<file path="src/rtl/tk_pkg.sv">
`timescale 1ns/1ps
package tk_pkg;

   typedef enum logic [2:0] {
      TK_SEC   = 3'd0,
      TK_MIN   = 3'd1,
      TK_HOUR  = 3'd2,
      TK_DATE  = 3'd3,
      TK_MONTH = 3'd4,
      TK_DOW   = 3'd5,
      TK_YEAR  = 3'd6,
      TK_NONE  = 3'd7
   } tk_field_e;

   // divisible by 4: tens digit contributes 2 when odd, 0 when even
   function automatic logic leap_bcd(input logic [7:0] yr);
      logic [4:0] sum;
      sum = {3'b000, yr[4], 1'b0} + {1'b0, yr[3:0]};
      return (sum[1:0] == 2'b00);
   endfunction

   function automatic logic [5:0] last_day(input logic [4:0] mon, input logic [7:0] yr);
      case (mon)
         5'h02:                      return leap_bcd(yr) ? 6'h29 : 6'h28;
         5'h04, 5'h06, 5'h09, 5'h11: return 6'h30;
         default:                    return 6'h31;
      endcase
   endfunction

endpackage

</file>
<file path="src/rtl/tk_prescaler.sv">
`timescale 1ns/1ps
module tk_prescaler #(
   parameter int PRESCALE = 32768
) (
   input  logic clk,
   input  logic rst_n,
   input  logic ref_en,
   input  logic hold,
   input  logic clear,
   output logic tick
);
   localparam int CW = $clog2(PRESCALE);
   localparam bit POW2 = ((PRESCALE & (PRESCALE - 1)) == 0);

   logic [CW-1:0] cnt;
   logic          at_end;

   generate
      if (PRESCALE < 2) begin : g_bad_prescale
         $error("tk_prescaler: PRESCALE must be at least 2");
      end
      if (POW2) begin : g_pow2
         assign at_end = &cnt;
      end else begin : g_cmp
         assign at_end = (cnt == CW'(PRESCALE - 1));
      end
   endgenerate

   assign tick = ref_en & ~hold & ~clear & at_end;

   always_ff @(posedge clk or negedge rst_n) begin
      if (!rst_n)
         cnt <= '0;
      else if (clear)
         cnt <= '0;
      else if (ref_en && !hold)
         cnt <= at_end ? '0 : cnt + 1'b1;
   end
endmodule

</file>
<file path="src/rtl/tk_bcd_step.sv">
`timescale 1ns/1ps
module tk_bcd_step #(
   parameter int W = 7
) (
   input  logic [W-1:0] cur,
   input  logic [W-1:0] lim,
   input  logic [W-1:0] first,
   output logic [W-1:0] nxt,
   output logic         wrap
);
   assign wrap = (cur == lim);

   generate
      if (W < 3 || W > 8) begin : g_bad_width
         $error("tk_bcd_step: W must be 3 to 8");
      end
      if (W <= 4) begin : g_single
         localparam logic [W-1:0] ONE = 1;
         assign nxt = wrap ? first : cur + ONE;
      end else begin : g_two_digit
         localparam int HW = W - 4;
         localparam logic [HW-1:0] ONE_HI = 1;
         logic [3:0]    lo;
         logic [HW-1:0] hi;
         assign lo = cur[3:0];
         assign hi = cur[W-1:4];
         always_comb begin
            if (wrap)
               nxt = first;
            else if (lo >= 4'd9)
               nxt = {hi + ONE_HI, 4'h0};
            else
               nxt = {hi, lo + 4'd1};
         end
      end
   endgenerate
endmodule

</file>
<file path="src/rtl/tk_hour_step.sv">
`timescale 1ns/1ps
module tk_hour_step (
   input  logic       mode12,
   input  logic [5:0] cur,
   output logic [5:0] nxt,
   output logic       day_carry
);
   logic       pm;
   logic [4:0] v;

   always_comb begin
      pm        = cur[5];
      v         = cur[4:0];
      nxt       = cur;
      day_carry = 1'b0;
      if (mode12) begin
         if (v == 5'h12)
            v = 5'h01;
         else if (v[3:0] >= 4'd9)
            v = {~v[4], 4'h0};
         else
            v = {v[4], v[3:0] + 4'd1};
         if (cur[4:0] == 5'h11) begin
            pm        = ~cur[5];
            day_carry = cur[5];
         end
         nxt = {pm, v};
      end else begin
         if (cur == 6'h23) begin
            nxt       = 6'h00;
            day_carry = 1'b1;
         end else if (cur[3:0] >= 4'd9) begin
            nxt = {cur[5:4] + 2'd1, 4'h0};
         end else begin
            nxt = {cur[5:4], cur[3:0] + 4'd1};
         end
      end
   end
endmodule

</file>
<file path="src/rtl/bcd_timekeeper.sv">
`timescale 1ns/1ps
module bcd_timekeeper #(
   parameter int PRESCALE = 32768
) (
   input  logic       clk,
   input  logic       rst_n,
   input  logic       ref_en,
   input  logic       wr_en,
   input  logic [2:0] wr_sel,
   input  logic [7:0] wr_data,
   output logic [7:0] sec_q,
   output logic [7:0] min_q,
   output logic [7:0] hour_q,
   output logic [7:0] date_q,
   output logic [7:0] month_q,
   output logic [7:0] dow_q,
   output logic [7:0] year_q,
   output logic       tick_o
);
   import tk_pkg::*;

   logic       halt_r, h12_r;
   logic [6:0] sec_r, min_r;
   logic [5:0] hour_r, date_r;
   logic [4:0] mon_r;
   logic [2:0] dow_r;
   logic [7:0] year_r;

   logic [6:0] sec_nxt, min_nxt;
   logic [5:0] hour_nxt, date_nxt;
   logic [4:0] mon_nxt;
   logic [2:0] dow_nxt;
   logic [7:0] year_nxt;
   logic sec_wrap, min_wrap, day_carry, date_wrap, mon_wrap, dow_wrap, year_wrap;
   logic min_en, hour_en, day_en, mon_en, year_en;
   logic sec_write;

   assign sec_write = wr_en && (wr_sel == TK_SEC);

   tk_prescaler #(.PRESCALE(PRESCALE)) u_prescaler (
      .clk   (clk),
      .rst_n (rst_n),
      .ref_en(ref_en),
      .hold  (halt_r | wr_en),
      .clear (sec_write),
      .tick  (tick_o)
   );

   tk_bcd_step #(.W(7)) u_sec (.cur(sec_r), .lim(7'h59), .first(7'h00),
                               .nxt(sec_nxt), .wrap(sec_wrap));
   tk_bcd_step #(.W(7)) u_min (.cur(min_r), .lim(7'h59), .first(7'h00),
                               .nxt(min_nxt), .wrap(min_wrap));
   tk_hour_step u_hour (.mode12(h12_r), .cur(hour_r), .nxt(hour_nxt), .day_carry(day_carry));
   tk_bcd_step #(.W(6)) u_date (.cur(date_r), .lim(last_day(mon_r, year_r)), .first(6'h01),
                                .nxt(date_nxt), .wrap(date_wrap));
   tk_bcd_step #(.W(3)) u_dow (.cur(dow_r), .lim(3'd7), .first(3'd1),
                               .nxt(dow_nxt), .wrap(dow_wrap));
   tk_bcd_step #(.W(5)) u_mon (.cur(mon_r), .lim(5'h12), .first(5'h01),
                               .nxt(mon_nxt), .wrap(mon_wrap));
   tk_bcd_step #(.W(8)) u_year (.cur(year_r), .lim(8'h99), .first(8'h00),
                                .nxt(year_nxt), .wrap(year_wrap));

   // ripple of enables: every field settles in the tick cycle
   assign min_en  = tick_o  & sec_wrap;
   assign hour_en = min_en  & min_wrap;
   assign day_en  = hour_en & day_carry;
   assign mon_en  = day_en  & date_wrap;
   assign year_en = mon_en  & mon_wrap;

   always_ff @(posedge clk or negedge rst_n) begin
      if (!rst_n) begin
         halt_r <= 1'b0;
         sec_r  <= 7'h00;
         min_r  <= 7'h00;
         h12_r  <= 1'b0;
         hour_r <= 6'h00;
         date_r <= 6'h01;
         mon_r  <= 5'h01;
         dow_r  <= 3'd1;
         year_r <= 8'h00;
      end else if (wr_en) begin
         case (tk_field_e'(wr_sel))
            TK_SEC:   begin halt_r <= wr_data[7]; sec_r <= wr_data[6:0]; end
            TK_MIN:   min_r <= wr_data[6:0];
            TK_HOUR:  begin h12_r <= wr_data[7]; hour_r <= wr_data[5:0]; end
            TK_DATE:  date_r <= wr_data[5:0];
            TK_MONTH: mon_r <= wr_data[4:0];
            TK_DOW:   dow_r <= wr_data[2:0];
            TK_YEAR:  year_r <= wr_data;
            default:  ;
         endcase
      end else begin
         if (tick_o)  sec_r  <= sec_nxt;
         if (min_en)  min_r  <= min_nxt;
         if (hour_en) hour_r <= hour_nxt;
         if (day_en) begin
            date_r <= date_nxt;
            dow_r  <= dow_nxt;
         end
         if (mon_en)  mon_r  <= mon_nxt;
         if (year_en) year_r <= year_nxt;
      end
   end

   assign sec_q   = {halt_r, sec_r};
   assign min_q   = {1'b0, min_r};
   assign hour_q  = {h12_r, 1'b0, hour_r};
   assign date_q  = {2'b00, date_r};
   assign month_q = {3'b000, mon_r};
   assign dow_q   = {5'b00000, dow_r};
   assign year_q  = year_r;
endmodule

</file>
<file path="config.mk">
export PLATFORM = sky130hd
export DESIGN_NAME = bcd_timekeeper
export DESIGN_NICKNAME = d
export VERILOG_FILES = /design/src/rtl/tk_pkg.sv /design/src/rtl/tk_prescaler.sv /design/src/rtl/tk_bcd_step.sv /design/src/rtl/tk_hour_step.sv /design/src/rtl/bcd_timekeeper.sv
export SDC_FILE = /design/constraint.sdc
export NUM_CORES = 1
export LEC_CHECK = 0
export ABC_AREA = 1
export BUFFER_PORTS_ARGS = -buffer_cell sky130_fd_sc_hd__buf_2
export CAP_MARGIN = 10
export CORE_MARGIN = 1
export CORE_UTILIZATION = 55
export CTS_BUF_LIST = sky130_fd_sc_hd__clkbuf_8
export DETAILED_ROUTE_END_ITERATION = 10
export GPL_TIMING_DRIVEN = 0
export PLACE_DENSITY = 0.78
export SLEW_MARGIN = 20
export SYNTH_ARGS = -nofsm -noshare
export SYNTH_HDL_FRONTEND = slang
export SYNTH_SLANG_ARGS = --single-unit
</file>
<file path="constraint.sdc">
create_clock -name clk -period 2.45 [get_ports clk]
set_clock_uncertainty 0.15 [all_clocks]
set_input_delay 0.3675 -clock clk [delete_from_list [all_inputs] [get_ports clk]]
set_output_delay 0.3675 -clock clk [all_outputs]
set_load 0.1 [all_outputs]
</file>
==> summary.md <==
| Metric | Value |
|---|---|
| # diodes | `0` |
| YS warnings | `0` |
| Post-Place Setup Slack | `between 0.2 and 0.25 ns` |
| Fin nets | `roughly 680` |
| Fmax | `around 0.42 GHz` |
| Vias/cell | `approximately 5.4` |
| WL per Instance | `13.83 um` |
| Clk root buf | `clkbuf_8` |
| Die area | `between 7000 and 8000 um^2` |
| Largest net degree at the start of global routing | `60` |
| Post-Synth Simple-Gate Area | `0.2756` |
| Syn_area_per_cell | `~7.6 um^2` |
| Routability Congestion | `between 0.9 and 1` |
| Initial detailed-routing violation count | `261` |
| Rel. slew slack | `0.4932` |
| Post-Syn Instances | `around 550` |
| Area leader, netlist | `dfrtp_1` |
| Initial Util | `0.5716` |
| Inst Count DP | `between 700 and 800` |
| Tightest Pin Transition | `roughly 0.76 ns` |
| Hold Crit Class | `input port to flop` |
| Crit path required time | `around 1.9 ns` |
| WS Path Type | `flop to output port` |
| DRT Pass-1 Iters | `5` |
| RR Endpoint | `mon_r[4]$_DFFE_PN0P_` |
| Family with the most delay on the worst path | `simple AND/OR/NAND/NOR gates` |
| Via Count | `3966` |
| Worst Path Arrival | `roughly 1.8 ns` |
| Pins Over Slew Limit | `0` |
| Critical-path cell list | `ha_1 > nand2_1 > nor2_1 > nand2_1 > nor2_4 > nand2_2 > nor2_4 > buf_12` |
| Vias in the first global route | `between 3000 and 4000` |
| Tmin final | `about 2.4 ns` |
| Largest family of logic cells by synthesized area | `simple AND/OR/NAND/NOR gates` |
| Num CTS Buffers | `9` |
| Critical path endpoint category | `output port` |
| Endpoints failing hold | `0` |
| Xor and xnor area share after synthesis | `0.03993` |
| Final setup vio count | `0` |
| GRT Util Overall | `0.2708` |
| DRT met1 WL | `roughly 4700 um` |
| I/O pins | `72` |
| Register area share after synthesis | `0.3551` |
| Startpoint types | `flop` |
| Die height | `89.05 um` |
| Hold Slack | `~0.24 ns` |
| DP HPWL | `roughly 7500 um` |
| CP startpoint | `u_prescaler.cnt[0]$_DFFE_PN0P_` |
| Cell count along the critical path | `8` |
| Status | `completed` |
| Share of cells above drive strength 1 | `0.2116` |
| Largest stage delay, worst path | `approximately 0.42 ns` |
| Initial antenna violation count | `0` |
| CORE AREA | `7292 um^2` |
| CP max stage cell | `dfrtp_1` |
| Commonest non-fill, non-tap cell in the layout | `nand2_1` |
| #FFs+latches synth | `59` |
| # DRC | `0` |
| CTS H-tree lvls | `3` |
| VDD IR max | `a little over 0.6 mV` |
| FF-to-FF Start | `mon_r[0]$_DFFE_PN1P_` |
| Final period util | `0.9631` |
| DRT antenna net count | `0` |
| Row cnt | `31` |
| Final worst slack | `0.09047 ns` |
| I/O Buffers | `58` |
| Top cell type's share of synthesized area | `0.3362` |
| Worst r2r path cells | `12` |
| Clk slew on worst S/H paths | `around 0.070 ns` |
| CTS Sinks | `just under 60` |
| Adder-cell area share of the yosys netlist | `0.09006` |
| Pwr dens | `roughly 1100 nW/um^2` |
| CTS tree | `yes` |
| Final WL | `~10000 um` |
| Most frequent cells in the layout | `nand2_1, inv_1, buf_2, nor2_1, o21ai_0` |
| Compound-gate portion of the synthesized area | `0.1426` |
| Number of max-cap violations | `0` |
| Area contributors post-synth | `dfrtp_1, nand2_1, ha_1` |
| Max layer used | `met4` |
| Non-Filler Instances | `roughly 740` |
| Residual overflow from global routing | `0` |
| WL met2 | `4682 um` |
| Latest clock arrival within the worst-skew pair | `between 0.3 and 0.4 ns` |
| Die width | `89.05 um` |
| Lkg Pwr | `2.475 nW` |
| Met3 WL post-DR | `598 um` |
| Mux cell area share after synthesis | `0` |
| Synth cell types | `between 40 and 50` |
| Global-route wire length before repair | `~16000 um` |
| Max Root-Sink Buffers | `2` |
| CP bufs+invs | `1` |
| Mapped Area | `between 4000 and 5000 um^2` |
| Area Overhead vs Synth | `18.43%` |
| R2R setup slack | `about 0.17 ns` |
| Max FO, Critical Path | `4` |
| Destination of the critical timing path | `tick_o` |
-- power by group --
group          switching [W]  internal [W]
clock network       0.000406      0.000696
logic                0.00215      0.000598
registers           0.000328       0.00122
-- per-stage QoR --
stage,util,area [um^2],setup TNS [ns],power (W)
after floorplan,-,4223,0,0.003767
after global placement,0.6359,4637,0,0.004180
after detailed placement,0.6362,4639,0,0.004247
after CTS,0.6716,4897,0,0.005354
after global routing,0.6769,4936,-0.02422,0.005679
final,0.6769,4936,0,0.005399
-- registers in the layout, summed over array words and instances, names as in the netlist --
signal	flops
date_r	6
halt_r	1
h12_r	1
year_q	8
mon_r	5
u_prescaler.cnt	15
hour_r	6
min_r	7
sec_r	7
dow_r	3
-- routing by layer --
| layer | up-vias | global-route usage |
|---|---|---|
| met5 | - | 0 |
| met4 | 0 | 0.09524 |
| met3 | 17 | 0.04709 |
| met2 | 153 | 0.4224 |
| met1 | 1846 | 0.3810 |
| li1 | 1950 | - |
-- Yosys cell counts, drive strengths merged --
cell type    n
conb         1
clkinv       1
nor3         8
xor2         8
inv         68
nand3b       1
nand4        6
a31oi       14
a32oi        1
nor3b        2
clkbuf       2
o21ai       55
o31ai        3
dfstp        3
a211oi       1
xnor2       11
o211ai       2
a21oi       19
ha          30
a22o         1
dfrtp       56
buf         17
o22a         1
nand2      130
o21a         3
o22ai        2
nor2        59
nand3       43
o21bai       1
-- logic make-up (layout without fill, tap and decap cells) --
logic type | after synthesis | count (layout)
buffers and inverters | 88 | 166
adder cells (fa/ha/maj) | 30 | 30
flip-flops | 59 | 59
XOR/XNOR | 19 | 19
other | 1 | 12
AND/OR/NAND/NOR | 249 | 249
AO/OA/AOI/OAI | 103 | 103
-- area by class of cell --
cell class                 instances  area [um^2]
multi-input combinational        413         2340
timing repair buffer              62        340.3
clock inverter                     6        103.9
fill                             624         2356
clock buffer                      10        137.6
tap                               99        123.9
sequential                        59         1491
buffer                            19        140.1
inverter                          69        259.0
-- tightest hold or removal path: cells and delay by family --
kind	cells	cell delay [ns]
buf+inv	2	0.16
compound gates	1	0.16
-- how the worst min path moves through the flow --
stage,start,depth (start not counted),endpoint,slack [ns]
after detailed placement,u_prescaler.cnt[12]$_DFFE_PN0P_,1,u_prescaler.cnt[12]$_DFFE_PN0P_,0.34
after CTS,wr_data[7],3,h12_r$_DFFE_PN0P_,0.22
final,wr_data[7],3,h12_r$_DFFE_PN0P_,0.24
after global routing,wr_data[7],3,h12_r$_DFFE_PN0P_,0.24
after global placement,u_prescaler.cnt[12]$_DFFE_PN0P_,1,u_prescaler.cnt[12]$_DFFE_PN0P_,0.33
after floorplan,rst_n,0,date_r[1]$_DFFE_PN0P_,-0.08
-- repair_timing --
action	4_1_cts	5_1_grt
resized for setup	2	4
setup endpoints to repair	1	1
hold buffers	1	0
gates cloned	0	0
hold endpoints to repair	56	0
setup buffers	0	3
pin swaps	0	1
Power figures use the tool's default switching activity.
